==> config.mk <==
export PLATFORM = sky130hd
export DESIGN_NAME = exc_entry_ctrl
export DESIGN_NICKNAME = d
export VERILOG_FILES = /design/src/rtl/exc_entry_pkg.sv /design/src/rtl/exc_slot_detect.sv /design/src/rtl/exc_shadow_rotate.sv /design/src/rtl/exc_vector_gen.sv /design/src/rtl/exc_entry_ctrl.sv
export SDC_FILE = /design/constraint.sdc
export NUM_CORES = 1
export LEC_CHECK = 0
export ABC_AREA = 1
export BUFFER_PORTS_ARGS = -buffer_cell sky130_fd_sc_hd__buf_2
export CORE_MARGIN = 3
export CORE_UTILIZATION = 30
export CTS_CLUSTER_SIZE = 30
export DETAILED_ROUTE_END_ITERATION = 7
export SYNTH_ARGS = -nofsm -noshare
export SYNTH_HDL_FRONTEND = slang
export SYNTH_SLANG_ARGS = --single-unit
==> constraint.sdc <==
create_clock -name clk -period 1.89 [get_ports clk]
set_input_delay 0.0945 -clock clk [delete_from_list [all_inputs] [get_ports clk]]
set_output_delay 0.0945 -clock clk [all_outputs]
set_load 0.02 [all_outputs]
==> src/rtl/exc_entry_pkg.sv <==
package exc_entry_pkg;
  localparam int unsigned XLEN       = 32;
  localparam int unsigned CODE_W     = 5;
  localparam int unsigned SS_W       = 4;
  localparam int unsigned INSN_BYTES = 4;

  localparam int unsigned EXL_BIT    = 1;
  localparam int unsigned BEV_BIT    = 22;

  localparam int unsigned BD_BIT     = 31;
  localparam int unsigned CE_LSB     = 28;
  localparam int unsigned CE_W       = 2;
  localparam int unsigned CODE_LSB   = 2;

  localparam int unsigned CSS_LSB    = 0;
  localparam int unsigned PSS_LSB    = 6;
  localparam int unsigned ESS_LSB    = 12;

  localparam logic [XLEN-1:0] TLB_OFF = 32'h0000_0180;
  localparam logic [XLEN-1:0] GEN_OFF = 32'h0000_0200;
  localparam int unsigned TLB_CODE_LO = 1;
  localparam int unsigned TLB_CODE_HI = 3;

  typedef struct packed {
    logic [XLEN-1:0] status;
    logic [XLEN-1:0] cause;
    logic [XLEN-1:0] epc;
    logic [XLEN-1:0] srsctl;
    logic [XLEN-1:0] hpc;
    logic [XLEN-1:0] hnpc;
    logic [XLEN-1:0] hnnpc;
  } entry_state_t;
endpackage

==> src/rtl/exc_slot_detect.sv <==
module exc_slot_detect #(
  parameter int unsigned XLEN       = 32,
  parameter int unsigned INSN_BYTES = 4
) (
  input  logic [XLEN-1:0] pc_i,
  input  logic [XLEN-1:0] npc_i,
  output logic            in_slot_o,
  output logic [XLEN-1:0] epc_o
);
  localparam logic [XLEN-1:0] STEP = XLEN'(INSN_BYTES);

  logic [XLEN-1:0] seq_pc;
  logic [XLEN-1:0] branch_pc;

  always_comb begin
    seq_pc    = pc_i + STEP;
    branch_pc = pc_i - STEP;
    in_slot_o = (seq_pc != npc_i);
    epc_o     = in_slot_o ? branch_pc : pc_i;
  end
endmodule

==> src/rtl/exc_shadow_rotate.sv <==
module exc_shadow_rotate #(
  parameter int unsigned XLEN    = 32,
  parameter int unsigned SS_W    = 4,
  parameter int unsigned CSS_LSB = 0,
  parameter int unsigned PSS_LSB = 6,
  parameter int unsigned ESS_LSB = 12
) (
  input  logic [XLEN-1:0] srs_i,
  input  logic            rotate_i,
  output logic [XLEN-1:0] srs_o
);
  logic [XLEN-1:0] rotated;

  for (genvar b = 0; b < XLEN; b++) begin : g_bit
    if (b >= PSS_LSB && b < PSS_LSB + SS_W) begin : g_pss
      assign rotated[b] = srs_i[CSS_LSB + (b - PSS_LSB)];
    end else if (b >= CSS_LSB && b < CSS_LSB + SS_W) begin : g_css
      assign rotated[b] = srs_i[ESS_LSB + (b - CSS_LSB)];
    end else begin : g_keep
      assign rotated[b] = srs_i[b];
    end
  end

  assign srs_o = rotate_i ? rotated : srs_i;
endmodule

==> src/rtl/exc_vector_gen.sv <==
module exc_vector_gen #(
  parameter int unsigned     XLEN        = 32,
  parameter int unsigned     CODE_W      = 5,
  parameter int unsigned     INSN_BYTES  = 4,
  parameter logic [XLEN-1:0] TLB_OFF     = 32'h180,
  parameter logic [XLEN-1:0] GEN_OFF     = 32'h200,
  parameter int unsigned     TLB_CODE_LO = 1,
  parameter int unsigned     TLB_CODE_HI = 3
) (
  input  logic [XLEN-1:0]   base_i,
  input  logic [CODE_W-1:0] code_i,
  output logic [XLEN-1:0]   pc_o,
  output logic [XLEN-1:0]   npc_o,
  output logic [XLEN-1:0]   nnpc_o
);
  localparam logic [XLEN-1:0]   STEP = XLEN'(INSN_BYTES);
  localparam logic [CODE_W-1:0] LO   = CODE_W'(TLB_CODE_LO);
  localparam logic [CODE_W-1:0] HI   = CODE_W'(TLB_CODE_HI);

  logic tlb_class;

  always_comb begin
    tlb_class = (code_i >= LO) && (code_i <= HI);
    pc_o      = base_i + (tlb_class ? TLB_OFF : GEN_OFF);
    npc_o     = pc_o + STEP;
    nnpc_o    = npc_o + STEP;
  end
endmodule

==> src/rtl/exc_entry_ctrl.sv <==
module exc_entry_ctrl
  import exc_entry_pkg::*;
#(
  parameter int unsigned W  = XLEN,
  parameter int unsigned CW = CODE_W
) (
  input  logic          clk,
  input  logic          rst_n,
  input  logic          req_valid,
  output logic          req_ready,
  input  logic [CW-1:0] req_code,
  input  logic [W-1:0]  pc_i,
  input  logic [W-1:0]  npc_i,
  input  logic [W-1:0]  status_i,
  input  logic [W-1:0]  cause_i,
  input  logic [W-1:0]  srsctl_i,
  input  logic [W-1:0]  vec_base_i,
  output logic          done_o,
  output logic [W-1:0]  status_o,
  output logic [W-1:0]  cause_o,
  output logic [W-1:0]  epc_o,
  output logic [W-1:0]  srsctl_o,
  output logic [W-1:0]  hnd_pc_o,
  output logic [W-1:0]  hnd_npc_o,
  output logic [W-1:0]  hnd_nnpc_o
);
  localparam logic [W-1:0] CE_MASK   = W'(((1 << CE_W) - 1) << CE_LSB);
  localparam logic [W-1:0] CODE_MASK = W'(((1 << CW) - 1) << CODE_LSB);
  localparam logic [W-1:0] BD_MASK   = W'(1) << BD_BIT;

  logic         in_slot;
  logic [W-1:0] epc_n;
  logic [W-1:0] srs_n;
  logic [W-1:0] hpc_n, hnpc_n, hnnpc_n;
  logic         rotate;
  logic         accept;
  entry_state_t nxt, cur;
  logic         ready_q, done_q;

  assign accept = req_valid && ready_q;
  assign rotate = !status_i[EXL_BIT] && !status_i[BEV_BIT];

  exc_slot_detect #(.XLEN(W), .INSN_BYTES(INSN_BYTES)) slot_i (
    .pc_i      (pc_i),
    .npc_i     (npc_i),
    .in_slot_o (in_slot),
    .epc_o     (epc_n)
  );

  exc_shadow_rotate #(
    .XLEN(W), .SS_W(SS_W),
    .CSS_LSB(CSS_LSB), .PSS_LSB(PSS_LSB), .ESS_LSB(ESS_LSB)
  ) shadow_i (
    .srs_i    (srsctl_i),
    .rotate_i (rotate),
    .srs_o    (srs_n)
  );

  exc_vector_gen #(
    .XLEN(W), .CODE_W(CW), .INSN_BYTES(INSN_BYTES),
    .TLB_OFF(TLB_OFF), .GEN_OFF(GEN_OFF),
    .TLB_CODE_LO(TLB_CODE_LO), .TLB_CODE_HI(TLB_CODE_HI)
  ) vec_i (
    .base_i (vec_base_i),
    .code_i (req_code),
    .pc_o   (hpc_n),
    .npc_o  (hnpc_n),
    .nnpc_o (hnnpc_n)
  );

  always_comb begin
    nxt.status = status_i | (W'(1) << EXL_BIT);
    nxt.cause  = (cause_i & ~(CE_MASK | CODE_MASK | BD_MASK))
               | (W'(req_code) << CODE_LSB)
               | (in_slot ? BD_MASK : '0);
    nxt.epc    = epc_n;
    nxt.srsctl = srs_n;
    nxt.hpc    = hpc_n;
    nxt.hnpc   = hnpc_n;
    nxt.hnnpc  = hnnpc_n;
  end

  always_ff @(posedge clk or negedge rst_n) begin
    if (!rst_n) begin
      ready_q <= 1'b0;
      done_q  <= 1'b0;
      cur     <= '0;
    end else begin
      ready_q <= 1'b1;
      done_q  <= accept;
      if (accept) cur <= nxt;
    end
  end

  assign req_ready  = ready_q;
  assign done_o     = done_q;
  assign status_o   = cur.status;
  assign cause_o    = cur.cause;
  assign epc_o      = cur.epc;
  assign srsctl_o   = cur.srsctl;
  assign hnd_pc_o   = cur.hpc;
  assign hnd_npc_o  = cur.hnpc;
  assign hnd_nnpc_o = cur.hnnpc;
endmodule

==> results.yml <==
worst_setup_path:
  max_stage_delay_ps: 540
  slowest_stage: "fa_2"
  cp.arrival_ps: 3070
  cp_cell_sequence: "buf_8 > o211ai_1 > inv_2 > ha_4 > fa_2 > nand2_2 > nor2_1 > nand3_1 > nor2_2 > nand3_2 > nor2_4 > buf_4 > nand3_1 > nand2_2 > nand2_2 > nor2_4 > nand2_1 > nor2_4 > nand4_1 > nand2_1 > nand3_1"
  crit_type: "in2reg"
  crit_start: "req_code[0]"
  critical_path.n_buffers_inverters: 3
  endpoint_kind: "flop"
  critical_path.top_delay_family: "simple AND/OR/NAND/NOR gates"
  reg2reg_from: "req_ready"
  cp.required_ps: 2310
  worstPathMaxFanout: 3
  start_kind: "input port"
sta:
  slew_headroom_pct: 64.8
  setup_ws_ps: -765
  setup_tns_ps: -21340
  finClkSkew_ps: 16.6
  tightest_slew_ps: 524
  hold_slack_ps: 42.4
  rsz0062_at_grt: "yes"
  report.final.slew_viol_count: 0
  fmax_mhz: 377
  fin_crit_sh_pct: 140
  hold_violations: 0
  setup_viol: 41
  period_minus_slack_ps: 2660
routing:
  ant_nets: 0
  finalWirelength_mm: 54.0
  vias_per_cell: 4.75
  drt_iter0_drc: 1115
  drc_errors: 0
  vias: 15700
  post_drt_wl_per_cell_um: 16.4
  drt_first_pass_iters: 5
clock_tree:
  clock_latency_ps: 550
  cts.sinks: 219
  cts_tree: "built"
  clockBufferDepth: 3
  h-tree-depth: 1
  clkTransAtPathRegs_ps: 60
  cts_buffers: 26
  cts-root-buf: "clkbuf_16"
synthesis:
  ys_types: 46
  syn-cell-area_sq_um: 13300
  ys_seq_area_share_pct: 41.2
  synth_edf_count: 0
  synth.avg_cell_area_sq_um: 7.02
  synthCells: 1895
  ys_async_sr_fraction_pct: 100
  yosysWarningCount: 0
  synth-seq-cells: 219
  synth_ff_type: "dfrtp_1"
placed_design:
  gp_congestion: 0.933
  dpl_cell_area_sq_um: 18200
  place_ws_ps: -1380
  io_buffers: 415
  hpwlAfterDp_mm: 39.9
power:
  power_w: 0.0157
  vdd_drop_max_mv: 0.752
  p_per_area_nw_per_um2: 719
  leakagePower_nw: 11.3
floorplan:
  die_w_um: 217
  placementRows: 76
  num_io_pins: 426
  die_h_um: 217
  dieArea_sq_um: 46900
  core_sq_um: 43500
  initial_core_util_pct: 30.6
global_route:
  grt_antenna_before_repair: 0
  grt_overflow: 0
  grt_max_degree: 100
  grt_usage_pct: 21.6
  grt_pass1_vias: 15600
  grt_pass1_wl_mm: 82.2
finish:
  diodes: 0
  area_delta_synth_final_pct: 64.6
  fin_area_sq_um: 21900
  layout.nets: 2902
  drive_gt1_share_pct: 41.0
status:
  status: "finished with violations"
  failed_checks: "setup timing"
worst_hold_path:
  hp-class: "in2async"
run:
  cap_violations: 0
## layout by cell type (no fill, tap or decap), types with 6 or more instances in the layout
cell type / instances
xnor2_1: 22
nor3_1: 12
buf_12: 13
xor2_2: 6
dfrtp_1: 219
nand3_2: 27
buf_4: 284
nor2_4: 45
buf_6: 45
dlygate4sd3_1: 105
o21ai_1: 14
xor2_1: 51
nand2_2: 80
o21ai_2: 8
nor2_2: 29
nand3_1: 71
nand3_4: 19
nor2_1: 137
inv_1: 93
nor3_2: 6
nor4_1: 6
clkbuf_16: 28
o21ai_0: 68
nand3b_1: 6
inv_2: 28
nand2_1: 698
buf_2: 406
nand4_1: 60
nand2_4: 39
## cell type report
class / instances / area (sq um)
clock buffer: 37 / 763
clock inverter: 10 / 184
fill: 4133 / 21600
inverter: 129 / 499
multi-input combinational: 1459 / 8170
sequential: 219 / 5480
tap: 585 / 732
timing repair buffer: 859 / 6070
## registers in the layout, indices dropped and copies added, names as in the netlist
register	cells
cause_o	30
done_o	1
epc_o	32
hnd_nnpc_o	30
hnd_npc_o	32
hnd_pc_o	29
req_ready	1
srsctl_o	32
status_o	32
## path summary, 6_finish.rpt
| check | to | slack [ps] | depth (start not counted) |
|---|---|---|---|
| hold / removal | hnd_nnpc_o[15] | 40 | 2 |
| setup / recovery | hnd_nnpc_o[29] | -770 | 21 |
| min in group clk | srsctl_o[9] | 60 | 5 |
| hold reg to reg | status_o[1] | 470 | 1 |
| setup reg to reg | hnd_pc_o[24] | 300 | 4 |
| max in group asynchronous | cause_o[9] | 1110 | 3 |
## layer usage
metal / vias up / track usage, % / share of wire [%]
met5: - / 0 / 0
met4: 0 / 8.14 / 4.2
met3: 135 / 4.40 / 7.2
met2: 564 / 37.4 / 48
met1: 7387 / 26.3 / 40
li1: 7566 / - / -
## logic make-up after synthesis
family	synth area share, %
DFF	41.2
buffers and inverters	7.28
xor gates and xnor gates	5.62
other	0.0564
and+or+nand+nor	40.4
AOI/OAI and AO/OA	4.68
adders and majority gates	0.809
## stage by stage
| step | utilization, % | instances |
|---|---|---|
| finish | 50.4 | 3298 |
| global route | 50.4 | 3298 |
| detailed placement | 41.8 | 3104 |
| CTS | 48.0 | 3276 |
| floorplan | - | 1896 |
| global placement | 41.8 | 3104 |
## cells in the mapped netlist (5+ instances only)
cell type | number | share of area (%)
inv_1 | 107 | 3.0
nor4_1 | 8 | 0.38
xor2_1 | 57 | 3.8
o21ai_1 | 7 | 0.26
o211ai_1 | 5 | 0.28
ha_1 | 7 | 0.66
nor2_1 | 178 | 5.0
nand3b_1 | 6 | 0.34
inv_2 | 18 | 0.51
nor2_4 | 13 | 1.1
o21ai_0 | 84 | 3.2
dfrtp_1 | 219 | 41
nand3_1 | 109 | 4.1
nor3_1 | 18 | 0.68
nor2_2 | 20 | 0.94
buf_4 | 20 | 1.1
xnor2_1 | 24 | 1.6
buf_2 | 16 | 0.60
nand4_1 | 60 | 2.8
clkbuf_1 | 38 | 1.1
buf_1 | 7 | 0.20
nand2_2 | 21 | 0.99
nand2_1 | 798 | 23
## repair_timing
item	4_1_cts	5_1_grt
hold buffers	104	1
gates cloned	0	1
endpoints found under the setup margin	42	76
pin swaps	38	103
endpoints found under the hold margin	322	1
resized for setup	154	215
setup buffers	24	32
## where the power goes
group,leakage (nW),switching [W],internal (W)
clock,0.458,0.00209,0.00348
sequential,2.69,0.000357,0.00529
combinational,8.11,0.00276,0.00175
total,11.3,0.00521,0.0105
## worst reg2reg max path: stages, from the launching register on
cell and delay (ps):
dfrtp_1 420, nand2_4 140, buf_12 330, buf_4 410, o21ai_0 170
Power figures use the tool's default switching activity.
